File: src/rtl/fan_boost_pkg.sv
package fan_boost_pkg;
    localparam int ROLE_W = 2;
    localparam int ROLE_N = 1 << ROLE_W;

    typedef enum logic [ROLE_W-1:0] {
        ROLE_ALERT = 2'b00,
        ROLE_THERM = 2'b01,
        ROLE_GPIO  = 2'b10,
        ROLE_TACH  = 2'b11
    } pin_role_e;
endpackage

File: src/rtl/fan_boost_role_dec.sv
module fan_boost_role_dec
    import fan_boost_pkg::*;
#(
    parameter int SEL_W = ROLE_W,
    localparam int OUT_N = 1 << SEL_W
) (
    input  logic [SEL_W-1:0] sel,
    output logic [OUT_N-1:0] onehot
);
    for (genvar g = 0; g < OUT_N; g++) begin : g_dec
        assign onehot[g] = (sel == SEL_W'(g));
    end
endmodule

File: src/rtl/fan_boost_qual.sv
module fan_boost_qual
    import fan_boost_pkg::*;
#(
    parameter int DUTY_W = 8
) (
    input  logic              role_is_therm,
    input  logic              therm_en,
    input  logic              boost_en,
    input  logic              auto_mode,
    input  logic              temp_above_min,
    input  logic [DUTY_W-1:0] duty_in,
    input  logic              therm_pin_n,
    output logic              boost_req
);
    logic pin_armed;
    logic fan_running;

    always_comb begin
        pin_armed   = role_is_therm && therm_en && boost_en;
        fan_running = auto_mode ? temp_above_min : (duty_in != '0);
        boost_req   = pin_armed && !therm_pin_n && fan_running;
    end
endmodule

File: src/rtl/fan_boost_duty_reg.sv
module fan_boost_duty_reg #(
    parameter int DUTY_W = 8
) (
    input  logic              clk,
    input  logic              rst_n,
    input  logic              boost_req,
    input  logic [DUTY_W-1:0] duty_in,
    output logic [DUTY_W-1:0] duty_q_o
);
    localparam logic [DUTY_W-1:0] FULL_SCALE = '1;

    typedef struct packed {
        logic [DUTY_W-1:0] duty;
    } reg_state_t;

    reg_state_t st_d, st_q;

    always_comb begin
        st_d      = st_q;
        st_d.duty = boost_req ? FULL_SCALE : duty_in;
    end

    always_ff @(posedge clk) begin
        if (!rst_n) st_q <= '0;
        else        st_q <= st_d;
    end

    assign duty_q_o = st_q.duty;


    boost_full_chk: assert property (@(posedge clk) disable iff (!rst_n)
        boost_req |=> duty_q_o == FULL_SCALE);

    pass_thru_chk: assert property (@(posedge clk) disable iff (!rst_n)
        !boost_req |=> duty_q_o == $past(duty_in));
endmodule

File: src/rtl/fan_boost_ovr.sv
module fan_boost_ovr
    import fan_boost_pkg::*;
#(
    parameter int DUTY_W = 8
) (
    input  logic              clk,
    input  logic              rst_n,
    input  logic [1:0]        role_sel,
    input  logic              therm_en,
    input  logic              boost_en,
    input  logic              auto_mode,
    input  logic              temp_above_min,
    input  logic [DUTY_W-1:0] duty_in,
    input  logic              therm_pin_n,
    output logic [DUTY_W-1:0] duty_out,
    output logic [3:0]        role_onehot
);
    logic boost_req;

    fan_boost_role_dec #(.SEL_W(ROLE_W)) u_dec (
        .sel    (role_sel),
        .onehot (role_onehot)
    );

    fan_boost_qual #(.DUTY_W(DUTY_W)) u_qual (
        .role_is_therm  (role_onehot[ROLE_THERM]),
        .therm_en       (therm_en),
        .boost_en       (boost_en),
        .auto_mode      (auto_mode),
        .temp_above_min (temp_above_min),
        .duty_in        (duty_in),
        .therm_pin_n    (therm_pin_n),
        .boost_req      (boost_req)
    );

    fan_boost_duty_reg #(.DUTY_W(DUTY_W)) u_reg (
        .clk       (clk),
        .rst_n     (rst_n),
        .boost_req (boost_req),
        .duty_in   (duty_in),
        .duty_q_o  (duty_out)
    );


    role_onehot_chk: assert property (@(posedge clk) disable iff (!rst_n)
        $countones(role_onehot) == 1 && role_onehot[role_sel]);

    role_ignore_chk: assert property (@(posedge clk) disable iff (!rst_n)
        role_sel != ROLE_THERM |=> duty_out == $past(duty_in));

    therm_off_chk: assert property (@(posedge clk) disable iff (!rst_n)
        !therm_en |=> duty_out == $past(duty_in));

    boost_off_chk: assert property (@(posedge clk) disable iff (!rst_n)
        !boost_en |=> duty_out == $past(duty_in));

    manual_idle_chk: assert property (@(posedge clk) disable iff (!rst_n)
        (!auto_mode && duty_in == '0) |=> duty_out == '0);

    auto_cold_chk: assert property (@(posedge clk) disable iff (!rst_n)
        (auto_mode && !temp_above_min) |=> duty_out == $past(duty_in));

    release_chk: assert property (@(posedge clk) disable iff (!rst_n)
        $rose(therm_pin_n) |=> duty_out == $past(duty_in));
endmodule

File: config.mk
export PLATFORM = sky130hd
export DESIGN_NAME = fan_boost_ovr
export DESIGN_NICKNAME = d
export VERILOG_FILES = /design/src/rtl/fan_boost_pkg.sv /design/src/rtl/fan_boost_role_dec.sv /design/src/rtl/fan_boost_qual.sv /design/src/rtl/fan_boost_duty_reg.sv /design/src/rtl/fan_boost_ovr.sv
export SDC_FILE = /design/constraint.sdc
export NUM_CORES = 1
export LEC_CHECK = 0
export BUFFER_PORTS_ARGS = -buffer_cell sky130_fd_sc_hd__buf_2
export CAP_MARGIN = 25
export CELL_PAD_IN_SITES_DETAIL_PLACEMENT = 0
export CELL_PAD_IN_SITES_GLOBAL_PLACEMENT = 1
export CORE_UTILIZATION = 22
export DETAILED_ROUTE_END_ITERATION = 10
export PLACE_DENSITY_LB_ADDON = 0.1
export SLEW_MARGIN = 5
export SYNTH_ARGS = -nofsm -noshare
export SYNTH_HDL_FRONTEND = slang
export SYNTH_SLANG_ARGS = --single-unit
export TNS_END_PERCENT = 30
File: constraint.sdc
create_clock -name clk -period 1.2 [get_ports clk]
set_clock_uncertainty 0.05 [all_clocks]
set_input_delay 0.12 -clock clk [delete_from_list [all_inputs] [get_ports clk]]
set_output_delay 0.12 -clock clk [all_outputs]
set_load 0.01 [all_outputs]
## Word level (Yosys, flattened, before mapping)

Cells that the tools add are included.

| cells by class | value |
|---|---|
| eq/ne operators | 3 |
| muxes and demuxes | 2 |
| reduce and logical (&&, ||, !) cells | 7 |

Operator list:

| operator | number |
|---|---|
| $mux W8 | 1 |
| $reduce_bool A8 Y1 | 1 |
| $eq A2 B2 Y1 const B | 2 |
| $logic_and A1 B1 Y1 | 4 |
| $eq A2 B1 Y1 const B | 1 |
| $logic_not A2 Y1 | 1 |
| $logic_not A1 Y1 | 1 |
| $mux W1 | 1 |

| storage, ports and cells | value |
|---|---|
| register bits | 8 |
| input bits | 17 |
| output and inout bits | 12 |
| word-level logic and storage cells | 13 |

## Longest topological paths before layout

| depth | value |
|---|---|
| depth after elaboration | 6 |
| mapped depth | 3 |
| depth with buffers taken out | 3 |

## By module

A second synthesis with hierarchy kept.

| second synthesis, totals | value |
|---|---|
| cell total of the unflattened synthesis | 28 |
| area, all modules | 304.0 µm² |

By module, submodules not included:

| module | times used | cells an instance | area an instance (µm²) | sequential area each (µm²) |
|---|---|---|---|---|
| fan_boost_duty_reg | 1 | 18 | 232.7 | 160.2 |
| fan_boost_qual | 1 | 6 | 45.0 | 0.0 |
| fan_boost_role_dec | 1 | 4 | 26.3 | 0.0 |

## Least setup slack after synthesis

OpenSTA, ideal clock, no wires.

| timing path | value |
|---|---|
| kind | in2reg |
| from | input role_sel[1] |
| to | register u_reg.st_q (netlist bit u_reg.duty_q_o[2]) |
| library setup time | 69 ps |
| arrival | 926 ps |
| data required time | 1081 ps |
| slack | 155 ps |
| stages on the path | 3 |
| buffers on the path | 0 |
| path through | nand2b_1 or4_4 o21ai_1 |

| on the way | value |
|---|---|
| cells in the longest elaborated chain, start to end | 6 |

RTL lines:

| element | line | source |
|---|---|---|
| start, declared | fan_boost_ovr.sv:8 | `input logic [1:0] role_sel,` |
| $eq A2 B1 Y1 | fan_boost_role_dec.sv:11 | `assign onehot[g] = (sel == SEL_W'(g));` |
| $logic_and A1 B1 Y1 (2 in series) | fan_boost_qual.sv:19 | `pin_armed = role_is_therm && therm_en && boost_en;` |
| $logic_and A1 B1 Y1 (2 in series) | fan_boost_qual.sv:21 | `boost_req = pin_armed && !therm_pin_n && fan_running;` |
| $mux W8 | fan_boost_duty_reg.sv:20 | `st_d.duty = boost_req ? FULL_SCALE : duty_in;` |
| end signal, assigned | fan_boost_duty_reg.sv:25 | `else st_q <= st_d;` |
| end, declared | fan_boost_duty_reg.sv:16 | `reg_state_t st_d, st_q;` |

Every way passes these cells.
A chain may end at the register's enable or synchronous reset.

## Worst setup path in the final report

| timing path | value |
|---|---|
| from | input role_sel[1] |
| to | register u_reg.st_q (netlist bit u_reg.duty_q_o[7]) |

Same word-level chain as after synthesis.

==> impl_metrics.env <==
export IMPL_grt_pass1_wl_um=1000
export IMPL_grtUsageTotal_pct=9.26
export IMPL_finalHoldViolCount=0
export IMPL_path_cells="buf_2, nand2b_1, or4_4, o21ai_1"
export IMPL_vias=351
export IMPL_ios=29
export IMPL_area_growth_syn_to_layout_pct=59.7
export IMPL_clock_sinks=8
export IMPL_place_ws_ns=-0.0113
export IMPL_grt_max_degree=6
export IMPL_status="completed"
export IMPL_cellLeakagePower_uw=0.000286
export IMPL_internal_power_uw=452
export IMPL_cp_end_kind="flip-flop"
export IMPL_cp_data_arrival_time_ns=1.07
export IMPL_drt_iter0_markers=2
export IMPL_port_buffer_count=28
export IMPL_dr_pass1_iters=2
export IMPL_core_area_sq_um=1350
export IMPL_dp_hpwl_um=617
export IMPL_worstPathMaxFanout=5
export IMPL_design_area_sq_um=526
export IMPL_cap_viol_max_count=0
export IMPL_syn_num_nets=54
export IMPL_htreeDepth=1
export IMPL_fmax_mhz=1050
export IMPL_rsz0062_at_grt="false"
export IMPL_swShare_pct=22.5
export IMPL_path_class="in -> reg"
export IMPL_vias_per_cell=4.13
export IMPL_die_height_um=40.7
export IMPL_period_needed_ns=0.950
export IMPL_place_area_sq_um=503
export IMPL_synth_seq_cells=8
export IMPL_fill_cells=149
export IMPL_fin_nets=89
export IMPL_critPathBufInv=1
export IMPL_postCtsSetupBuffers=0
export IMPL_syn_area_sq_um=329
export IMPL_die_area_sq_um=1650
export IMPL_fin_ws_ns=0.250
export IMPL_die_w_um=40.7
export IMPL_hp_start="duty_in[4]"
export IMPL_clkTransAtPathRegs_ns=0.05
export IMPL_slew_headroom_pct=77.5
export IMPL_antenna_found_initial=0
export IMPL_synthTopCellsByArea="dfxtp_1 49%, o21a_1 6.8%, o21ai_1 6.1%, nand2_1 5.7%, or4_4 3.4%"
export IMPL_worstHoldEndpoint="u_reg.duty_q_o[4]"
export IMPL_synth_top_area_share_pct=48.7
export IMPL_grt_pass1_vias=297
export IMPL_ir_drop_v=0.000255
export IMPL_largest_reg_flops=8
export IMPL_clkPwrFrac_pct=33.2
export IMPL_cpPeakStageDelay_ns=0.55
export IMPL_post_route_drc_count=0
export IMPL_gp_congestion=0.743
export IMPL_rows=13
export IMPL_finalSetupTns_ns=0
export IMPL_hold_path_depth=3
export IMPL_synth_area_leader_cell="dfxtp_1"
export IMPL_overflow=0
export IMPL_setup_viol=0
export IMPL_share_comb_of_total_power_pct=18.0
export IMPL_cts_path_max_buffers=2
export IMPL_start_util_pct=24.4
export IMPL_yosysSeqAreaShare_pct=48.7
export IMPL_holdBufCountCts=0
export IMPL_wl_per_cell_um=8.14
export IMPL_routed_wirelength_um=692
export IMPL_power_density_nw_per_um2=1110
export IMPL_power_total_uw=583
export IMPL_start_kind="input port"
export IMPL_yosys_warnings=0
export IMPL_antenna_diode_count=0
export IMPL_synth_avg_cell_area_sq_um=8.89
export IMPL_cts_buffers_inserted=3
export IMPL_yosysUniqueCellTypes=19
export IMPL_p_sw_uw=131
export IMPL_worst_slew_pin_transition_ns=0.335
export IMPL_cts_tree="done"
export IMPL_cpMaxStageDelayCell="or4_4"
export IMPL_ctsResizeCount=0
export IMPL_seqPwrFrac_pct=48.8
export IMPL_required_ns=1.32
export IMPL_slew_violations=0
export IMPL_clock_root_buffer="clkbuf_4"
export IMPL_hp_class="in -> reg"
export IMPL_fin_crit_sh_pct=79.2
export IMPL_netlist_instances=37
export IMPL_critPathTopFamily="simple AND/OR/NAND/NOR gates"
export IMPL_antenna_left=0
export IMPL_layout_drive_gt1_share_pct=54.3
-- worst max-delay path by stage --
| stage | startpoint | end | slack (ns) | cells past startpoint |
|---|---|---|---|---|
| final | role_sel[1] | u_reg.duty_q_o[7] | 0.25 | 4 |
| after global routing | role_sel[1] | u_reg.duty_q_o[6] | 0.22 | 4 |
| after CTS | role_sel[1] | u_reg.duty_q_o[7] | 0.25 | 4 |
| after detailed placement | role_sel[1] | u_reg.duty_q_o[7] | -0.01 | 4 |
| after global placement | role_sel[1] | u_reg.duty_q_o[5] | -0.01 | 4 |
| after floorplan | role_sel[1] | u_reg.duty_q_o[2] | 0.16 | 3 |
-- layout make-up --
class,count,area (sq um),share of cell area (%)
Timing Repair Buffer,31,163,31.0
Sequential cell,8,160,30.5
Multi-Input combinational cell,26,154,29.3
Clock buffer,3,22.5,4.29
Tap cell,15,18.8,3.57
Inverter,2,7.51,1.43
-- routing by layer --
layer | global-route usage, % | share of wire [%] | vias up
met5 | 0 | 0 | -
met4 | 7.50 | 0 | 0
met3 | 1.63 | 12 | 0
met2 | 15.1 | 41 | 22
met1 | 10.5 | 46 | 137
li1 | - | - | 192
-- cells in the mapped netlist (all sizes together) --
master,n
a31oi,1
and2,1
and2b,1
and3,1
buf,1
dfxtp,8
inv,2
nand2,5
nand2b,1
nand3b,1
nor2,2
nor2b,1
nor3,2
nor4,1
o21a,3
o21ai,5
or4,1
-- kinds of logic (layout without fill, tap and decap cells) --
group / Yosys count / after routing / share of synthesized area (%)
AOI/OAI and AO/OA: 9 / 9 / 17.5
buffers and inverters: 3 / 36 / 4.56
and+or+nand+nor: 17 / 17 / 29.3
DFF: 8 / 8 / 48.7
-- tightest hold or removal path, stage by stage --
cell	delay, ns
buf_2	0.09
nand2_1	0.06
o21ai_2	0.05
-- stage by stage --
| step | cells | util, % | hold slack, ns |
|---|---|---|---|
| final | 85 | 38.9 | 0.0455 |
| after global routing | 85 | 38.9 | 0.0446 |
| after CTS | 85 | 38.9 | 0.0302 |
| after detailed placement | 82 | 37.3 | 0.293 |
| after global placement | 82 | 37.3 | 0.296 |
| after floorplan | 37 | - | 0.183 |
-- cells in the final DEF, fill, tap and decap left out --
cell	n
and3_1	1
a31oi_1	1
or4_4	1
o21ai_1	4
nor2_1	2
and2b_4	1
nand3b_1	1
and2_1	1
nor4_1	1
clkbuf_4	3
o21ai_2	1
nand2_1	5
dfxtp_1	8
nor3_1	2
buf_4	3
inv_1	1
o21a_1	3
buf_2	28
nor2b_1	1
inv_2	1
nand2b_1	1
-- power by group through the flow --
stage | clock [uW] | sequential (uW) | combinational [uW]
floorplan | 0 | 299 | 35.4
global placement | 0 | 290 | 108
detailed placement | 0 | 290 | 107
CTS | 209 | 285 | 107
global route | 223 | 286 | 117
finish | 193 | 285 | 105
Power figures use the tool's default switching activity.
